## config.mk

```make
export PLATFORM = sky130hd
export DESIGN_NAME = irq_entry_seq
export DESIGN_NICKNAME = d
export VERILOG_FILES = /design/src/rtl/irq_entry_pkg.sv /design/src/rtl/irq_req_bank.sv /design/src/rtl/irq_entry_arbiter.sv /design/src/rtl/irq_entry_fsm.sv /design/src/rtl/irq_entry_seq.sv
export SDC_FILE = /design/constraint.sdc
export NUM_CORES = 1
export LEC_CHECK = 0
export ABC_AREA = 1
export BUFFER_PORTS_ARGS = -buffer_cell sky130_fd_sc_hd__buf_2
export CAP_MARGIN = 20
export CORE_AREA = 5 5 89 91
export DETAILED_ROUTE_END_ITERATION = 10
export DIE_AREA = 0 0 94 96
export PLACE_DENSITY = 0.83
export SLEW_MARGIN = 25
export SYNTH_ARGS = -nofsm -noshare
export SYNTH_HDL_FRONTEND = slang
export SYNTH_SLANG_ARGS = --single-unit
```

## constraint.sdc

```tcl
create_clock -name clk -period 3.9 [get_ports clk]
set_input_delay 0.39 -clock clk [delete_from_list [all_inputs] [get_ports clk]]
set_output_delay 0.39 -clock clk [all_outputs]
set_load 0.05 [all_outputs]
```

## src/rtl/irq_entry_pkg.sv

```systemverilog
package irq_entry_pkg;

    localparam int ADDR_W = 16;
    localparam int DATA_W = 8;

    localparam logic [DATA_W-1:0] FLAG_I = 8'h04;
    localparam logic [DATA_W-1:0] FLAG_B = 8'h10;
    localparam logic [DATA_W-1:0] FLAG_U = 8'h20;
    localparam logic [DATA_W-1:0] STACK_PAGE = 8'h01;

    typedef enum logic [2:0] {
        ST_IDLE,
        ST_PUSH_HI,
        ST_PUSH_LO,
        ST_PUSH_ST,
        ST_VEC_LO,
        ST_VEC_HI,
        ST_VEC_CAP,
        ST_DONE
    } seq_state_e;

    typedef enum logic [1:0] {
        KIND_RESET,
        KIND_NMI,
        KIND_IRQ
    } entry_kind_e;

    // Low address of the two-byte vector for each entry kind
    function automatic logic [ADDR_W-1:0] vector_base(entry_kind_e k);
        case (k)
            KIND_NMI: return 16'hFFFA;
            KIND_IRQ: return 16'hFFFE;
            default:  return 16'hFFFC;
        endcase
    endfunction

    // Status byte as written to the stack
    function automatic logic [DATA_W-1:0] stacked_status(logic [DATA_W-1:0] s);
        return (s & ~FLAG_B) | FLAG_U;
    endfunction

    // Status byte handed back to the core after entry
    function automatic logic [DATA_W-1:0] entry_status(logic [DATA_W-1:0] s, entry_kind_e k);
        return (s & ~FLAG_B) | ((k == KIND_IRQ) ? FLAG_I : '0);
    endfunction

endpackage

```

## src/rtl/irq_req_bank.sv

```systemverilog
module irq_req_bank #(
    parameter int NUM_SRC = 4
) (
    input  logic               clk,
    input  logic               rst,
    input  logic [NUM_SRC-1:0] req_set,
    input  logic [NUM_SRC-1:0] req_clr,
    input  logic [NUM_SRC-1:0] consume,
    output logic [NUM_SRC-1:0] pending
);
    logic [NUM_SRC-1:0] pend_q;

    for (genvar i = 0; i < NUM_SRC; i++) begin : g_src
        always_ff @(posedge clk) begin
            if (rst)
                pend_q[i] <= 1'b0;
            else if (req_set[i])
                pend_q[i] <= 1'b1;
            else if (req_clr[i] || consume[i])
                pend_q[i] <= 1'b0;
        end
    end

    assign pending = pend_q;
endmodule

```

## src/rtl/irq_entry_arbiter.sv

```systemverilog
module irq_entry_arbiter #(
    parameter int NUM_SRC = 4
) (
    input  logic [NUM_SRC-1:0] pending,
    input  logic               boundary,
    input  logic               idle,
    input  logic               prev_i,
    input  logic               jammed,
    output logic               take,
    output logic               take_nmi,
    output logic [NUM_SRC-1:0] consume
);
    localparam int ONE_SHOT_LAST = 1;

    logic any_req;
    logic nmi_req;
    logic irq_req;
    logic decide;

    assign any_req  = |pending;
    assign nmi_req  = pending[0];
    assign irq_req  = |pending[NUM_SRC-1:1];
    assign decide   = boundary && idle && any_req;
    assign take_nmi = nmi_req;
    assign take     = decide && !jammed && (nmi_req || (irq_req && !prev_i));

    for (genvar i = 0; i < NUM_SRC; i++) begin : g_cons
        if (i <= ONE_SHOT_LAST) begin : g_drop
            assign consume[i] = decide;
        end else begin : g_keep
            assign consume[i] = 1'b0;
        end
    end
endmodule

```

## src/rtl/irq_entry_fsm.sv

```systemverilog
module irq_entry_fsm
    import irq_entry_pkg::*;
(
    input  logic              clk,
    input  logic              rst,
    input  logic              boundary,
    input  logic              take,
    input  logic              take_nmi,
    input  logic              jam_set,
    input  logic [ADDR_W-1:0] pc_in,
    input  logic [DATA_W-1:0] sp_in,
    input  logic [DATA_W-1:0] st_in,
    input  logic [DATA_W-1:0] rd_data,
    output logic              idle,
    output logic              prev_i,
    output logic              jammed,
    output logic              busy,
    output logic              wr_en,
    output logic [ADDR_W-1:0] wr_addr,
    output logic [DATA_W-1:0] wr_data,
    output logic              rd_en,
    output logic [ADDR_W-1:0] rd_addr,
    output logic              load,
    output logic [ADDR_W-1:0] pc_out,
    output logic [DATA_W-1:0] sp_out,
    output logic [DATA_W-1:0] st_out
);
    seq_state_e        state;
    entry_kind_e       kind;
    entry_kind_e       next_kind;
    logic [ADDR_W-1:0] pc_q;
    logic [DATA_W-1:0] sp_q;
    logic [DATA_W-1:0] st_q;
    logic [DATA_W-1:0] vec_lo;
    logic [DATA_W-1:0] prev_st;
    logic              jam_q;
    logic [ADDR_W-1:0] pc_o;
    logic [DATA_W-1:0] sp_o;
    logic [DATA_W-1:0] st_o;

    assign next_kind = take_nmi ? KIND_NMI : KIND_IRQ;

    always_ff @(posedge clk) begin
        if (rst) begin
            state   <= ST_VEC_LO;
            kind    <= KIND_RESET;
            pc_q    <= '0;
            sp_q    <= '0;
            st_q    <= FLAG_I;
            vec_lo  <= '0;
            prev_st <= FLAG_I;
            jam_q   <= 1'b0;
            pc_o    <= '0;
            sp_o    <= '0;
            st_o    <= '0;
        end else begin
            if (jam_set)
                jam_q <= 1'b1;
            case (state)
                ST_IDLE: begin
                    if (boundary) begin
                        if (take) begin
                            state   <= ST_PUSH_HI;
                            kind    <= next_kind;
                            pc_q    <= pc_in;
                            sp_q    <= sp_in;
                            st_q    <= st_in;
                            prev_st <= entry_status(st_in, next_kind);
                        end else begin
                            prev_st <= st_in;
                        end
                    end
                end
                ST_PUSH_HI: begin
                    sp_q  <= sp_q - 8'd1;
                    state <= ST_PUSH_LO;
                end
                ST_PUSH_LO: begin
                    sp_q  <= sp_q - 8'd1;
                    state <= ST_PUSH_ST;
                end
                ST_PUSH_ST: begin
                    sp_q  <= sp_q - 8'd1;
                    state <= ST_VEC_LO;
                end
                ST_VEC_LO: state <= ST_VEC_HI;
                ST_VEC_HI: begin
                    vec_lo <= rd_data;
                    state  <= ST_VEC_CAP;
                end
                ST_VEC_CAP: begin
                    pc_o  <= {rd_data, vec_lo};
                    sp_o  <= sp_q;
                    st_o  <= entry_status(st_q, kind);
                    state <= ST_DONE;
                end
                default: state <= ST_IDLE;
            endcase
        end
    end

    always_comb begin
        wr_en   = 1'b0;
        wr_data = '0;
        case (state)
            ST_PUSH_HI: begin wr_en = 1'b1; wr_data = pc_q[ADDR_W-1:DATA_W]; end
            ST_PUSH_LO: begin wr_en = 1'b1; wr_data = pc_q[DATA_W-1:0]; end
            ST_PUSH_ST: begin wr_en = 1'b1; wr_data = stacked_status(st_q); end
            default: ;
        endcase
    end

    assign wr_addr = {STACK_PAGE, sp_q};
    assign rd_en   = (state == ST_VEC_LO) || (state == ST_VEC_HI);
    assign rd_addr = vector_base(kind) | {15'd0, state == ST_VEC_HI};
    assign idle    = (state == ST_IDLE);
    assign busy    = !idle;
    assign load    = (state == ST_DONE);
    assign prev_i  = |(prev_st & FLAG_I);
    assign jammed  = jam_q;
    assign pc_out  = pc_o;
    assign sp_out  = sp_o;
    assign st_out  = st_o;
endmodule

```

## src/rtl/irq_entry_seq.sv

```systemverilog
module irq_entry_seq
    import irq_entry_pkg::*;
#(
    parameter int NUM_SRC = 4
) (
    input  logic               clk,
    input  logic               rst,
    input  logic [NUM_SRC-1:0] req_set,
    input  logic [NUM_SRC-1:0] req_clr,
    input  logic               boundary,
    input  logic               jam_set,
    input  logic [15:0]        pc_in,
    input  logic [7:0]         sp_in,
    input  logic [7:0]         st_in,
    input  logic [7:0]         rd_data,
    output logic [NUM_SRC-1:0] pending,
    output logic               busy,
    output logic               jammed,
    output logic               wr_en,
    output logic [15:0]        wr_addr,
    output logic [7:0]         wr_data,
    output logic               rd_en,
    output logic [15:0]        rd_addr,
    output logic               load,
    output logic [15:0]        pc_out,
    output logic [7:0]         sp_out,
    output logic [7:0]         st_out
);
    logic               idle;
    logic               prev_i;
    logic               take;
    logic               take_nmi;
    logic [NUM_SRC-1:0] consume;

    irq_req_bank #(.NUM_SRC(NUM_SRC)) u_bank (
        .clk     (clk),
        .rst     (rst),
        .req_set (req_set),
        .req_clr (req_clr),
        .consume (consume),
        .pending (pending)
    );

    irq_entry_arbiter #(.NUM_SRC(NUM_SRC)) u_arb (
        .pending  (pending),
        .boundary (boundary),
        .idle     (idle),
        .prev_i   (prev_i),
        .jammed   (jammed),
        .take     (take),
        .take_nmi (take_nmi),
        .consume  (consume)
    );

    irq_entry_fsm u_fsm (
        .clk      (clk),
        .rst      (rst),
        .boundary (boundary),
        .take     (take),
        .take_nmi (take_nmi),
        .jam_set  (jam_set),
        .pc_in    (pc_in),
        .sp_in    (sp_in),
        .st_in    (st_in),
        .rd_data  (rd_data),
        .idle     (idle),
        .prev_i   (prev_i),
        .jammed   (jammed),
        .busy     (busy),
        .wr_en    (wr_en),
        .wr_addr  (wr_addr),
        .wr_data  (wr_data),
        .rd_en    (rd_en),
        .rd_addr  (rd_addr),
        .load     (load),
        .pc_out   (pc_out),
        .sp_out   (sp_out),
        .st_out   (st_out)
    );
endmodule

```

==> flow_metrics.tcl <==
set metrics [dict create \
    dieWidth_um 94 \
    grt_max_degree 70 \
    cts_buffers 9 \
    boundaryPins 133 \
    p_leak_uw 0.00209 \
    ctsResizeCount 0 \
    status "finished, final reports clean" \
    antenna_found_initial 0 \
    critPathKind "reg -> out" \
    vias_per_cell 4.84 \
    max_slew.worst_pin.slew_ps 723 \
    syn_area_per_cell_um2 7.36 \
    routedWlPerCell_um 12.5 \
    core_um2 7060 \
    power.net_switching_uw 1680 \
    die_area_um2 9020 \
    num_vias 3324 \
    drc 0 \
    layout-drive-gt1-share_pct 22.8 \
    fp-row-count 31 \
    tns_ps 0 \
    layout_common_cells "nor2_1 (124), buf_2 (109), dfxtp_1 (81)" \
    cellPowerDensity_nw_per_um2 816 \
    critical_path_arrival_ps 1900 \
    hold_ws_ps 256 \
    synth_top_area_share_pct 45.3 \
    cts_root_buffer "clkbuf_8" \
    cts_setup_buffers 0 \
    finalNonFillerCells 687 \
    irDropWorstVdd_mv 0.699 \
    synth.yosys.seq_area_share_pct 45.3 \
    cts.clk_slew.worst_paths_ps 80 \
    rsz0062_at_grt "false" \
    pwr-share-comb_pct 48.5 \
    dp_cells 674 \
    cp-start-kind "register" \
    clk_latency_ps 330 \
    skew_ps 8.16 \
    ctsHoldBuffers 0 \
    dp.final_hpwl_um 6300 \
    p_int_uw 1800 \
    area.growth.synth_to_final_pct 19.0 \
    detail-route-antenna-nets 0 \
    cap_violations 0 \
    grt_first_pass_wirelength_um 13700 \
    path_common_cell "inv_1" \
    place.gp.congestion 0.876 \
    start_util_pct 50.8 \
    finalHoldViolCount 0 \
    final_common_cell "nor2_1" \
    synthTopCellsByArea "dfxtp_1 (45%), nor2_1 (13%), o21ai_0 (9.8%)" \
    fp.dieH_um 96 \
    htree_levels 3 \
    end_kind "output port" \
    drv_slew 0 \
    fin_crit_sh_pct 58.8 \
    drtIter0Drc 99 \
    ys.warnings.count 0 \
    min_period_ps 2290 \
    cts_buffer_depth 2 \
    ys_ff_latch 81 \
    nets 645 \
    pwr-share-clk_pct 18.5 \
    netlist_instances 487 \
    switching_share_pct 48.3 \
    worst_path_max_delay_cell "dfxtp_1" \
    grt_pass1_vias 3006 \
    fmax_mhz 436 \
    syn_area_um2 3580 \
    grt_overflow 0 \
    crit_fanout 8 \
    hold_class "in -> reg" \
    cts_tree "done" \
    cts.sinks 81 \
    io_buffers 109 \
    slew_headroom_pct 51.7 \
    slowest_delay_ps 380 \
    drt_pass1_iterations 4 \
    diodes 0 \
    drt_wl_total_um 8590 \
    placed_area_um2 4060 \
    synth_cell_types 28 \
    final_area_um2 4270 \
    worstPathRequired_ps 3510 \
    crit_chain "inv_1 -> ha_1 -> nand2_1 -> inv_1 -> a221o_1 -> buf_2" \
    setup_viol 0 \
    yosysTopAreaCell "dfxtp_1" \
    grtUsageTotal_pct 19.1 \
    fillCellCount 700 \
    p_seq_share_pct 33.0 \
]
-- per-layer routing --
layer  track usage (%)  part of all wire (%)
met5                 0                     0
met3              5.63                   8.2
met1              22.8                    42
met2              33.1                    48
met4              6.02                   1.2
-- worst max-delay path, delay by kind of cell, from the launching register on --
kind	cells	cell delay (ps)
buffers and inverters	3	480
DFF	1	380
AOI/OAI and AO/OA	1	340
adders and majority gates	1	230
and+or+nand+nor	1	130
-- worst paths after layout --
check,startpoint,endpoint,slack [ps],depth (start not counted)
setup / recovery,u_fsm.state[0]$_SDFFE_PP0P_,wr_data[5],1610,6
hold / removal,jam_set,u_fsm.jammed$_SDFFE_PP0P_,260,3
setup reg to reg,u_fsm.state[0]$_SDFFE_PP0P_,u_fsm.state[2]$_SDFFE_PP1P_,1630,6
hold reg to reg,u_fsm.pc_out[6]$_SDFFE_PP0P_,u_fsm.pc_out[6]$_SDFFE_PP0P_,480,2
-- stage by stage --
stage	total power [uW]	util [%]	setup WS [ps]
finish	3480	60.4	1610
global route	3710	60.4	1330
CTS	3510	60.4	1280
detailed placement	2860	57.5	1300
global placement	2810	57.5	1420
floorplan	2520	-	1720
-- power by group through the flow --
stage	logic, uW	registers, uW	clock network (uW)
floorplan	917	1600	0
global placement	1650	1160	0
detailed placement	1700	1160	0
CTS	1710	1150	658
global route	1850	1180	691
finish	1690	1150	642
-- cell families (layout without fill, tap and decap cells) --
logic type / Yosys count / after routing / synth area share, %
fa+ha+maj: 7 / 7 / 2.44
other cells: 2 / 22 / 0.210
flops: 81 / 81 / 45.3
buf+inv: 79 / 160 / 11.6
simple gates: 221 / 221 / 26.0
compound gates: 97 / 97 / 14.5
-- registers in the layout, indices dropped and copies added (netlist names), 4 cells and up --
name and count:
u_fsm.st_out 7, u_fsm.st_q 7, u_bank.pending 4, u_fsm.vec_lo 8
u_fsm.sp_q 8, u_fsm.sp_out 8, u_fsm.pc_out 16, u_fsm.pc_q 16
-- synthesized netlist by cell type --
cell / n
a22o_1: 1
nand2_4: 1
o21ai_1: 2
buf_4: 24
nand3_1: 16
nand4_1: 3
inv_2: 1
a211oi_1: 1
nand2_2: 1
nor2_1: 124
nand3_4: 2
nor3_1: 3
buf_2: 4
dfxtp_1: 81
o21ai_0: 70
a21oi_4: 2
clkinv_1: 1
nor2_4: 2
nor2_8: 1
ha_1: 7
inv_1: 35
nand3b_1: 1
clkbuf_1: 11
nand2_1: 67
buf_6: 3
conb_1: 2
a221o_1: 1
a21oi_1: 20
-- area by class of cell --
class | count | area, um^2 | share of cell area, %
well taps | 99 | 124 | 2.90
inverters | 37 | 139 | 3.26
flip-flops and latches | 81 | 1620 | 38.0
multi-input cells | 347 | 1620 | 38.0
clock inverters | 3 | 67.6 | 1.58
clock buffers | 10 | 138 | 3.23
repair buffers | 110 | 553 | 13.0
Power figures use the tool's default switching activity.
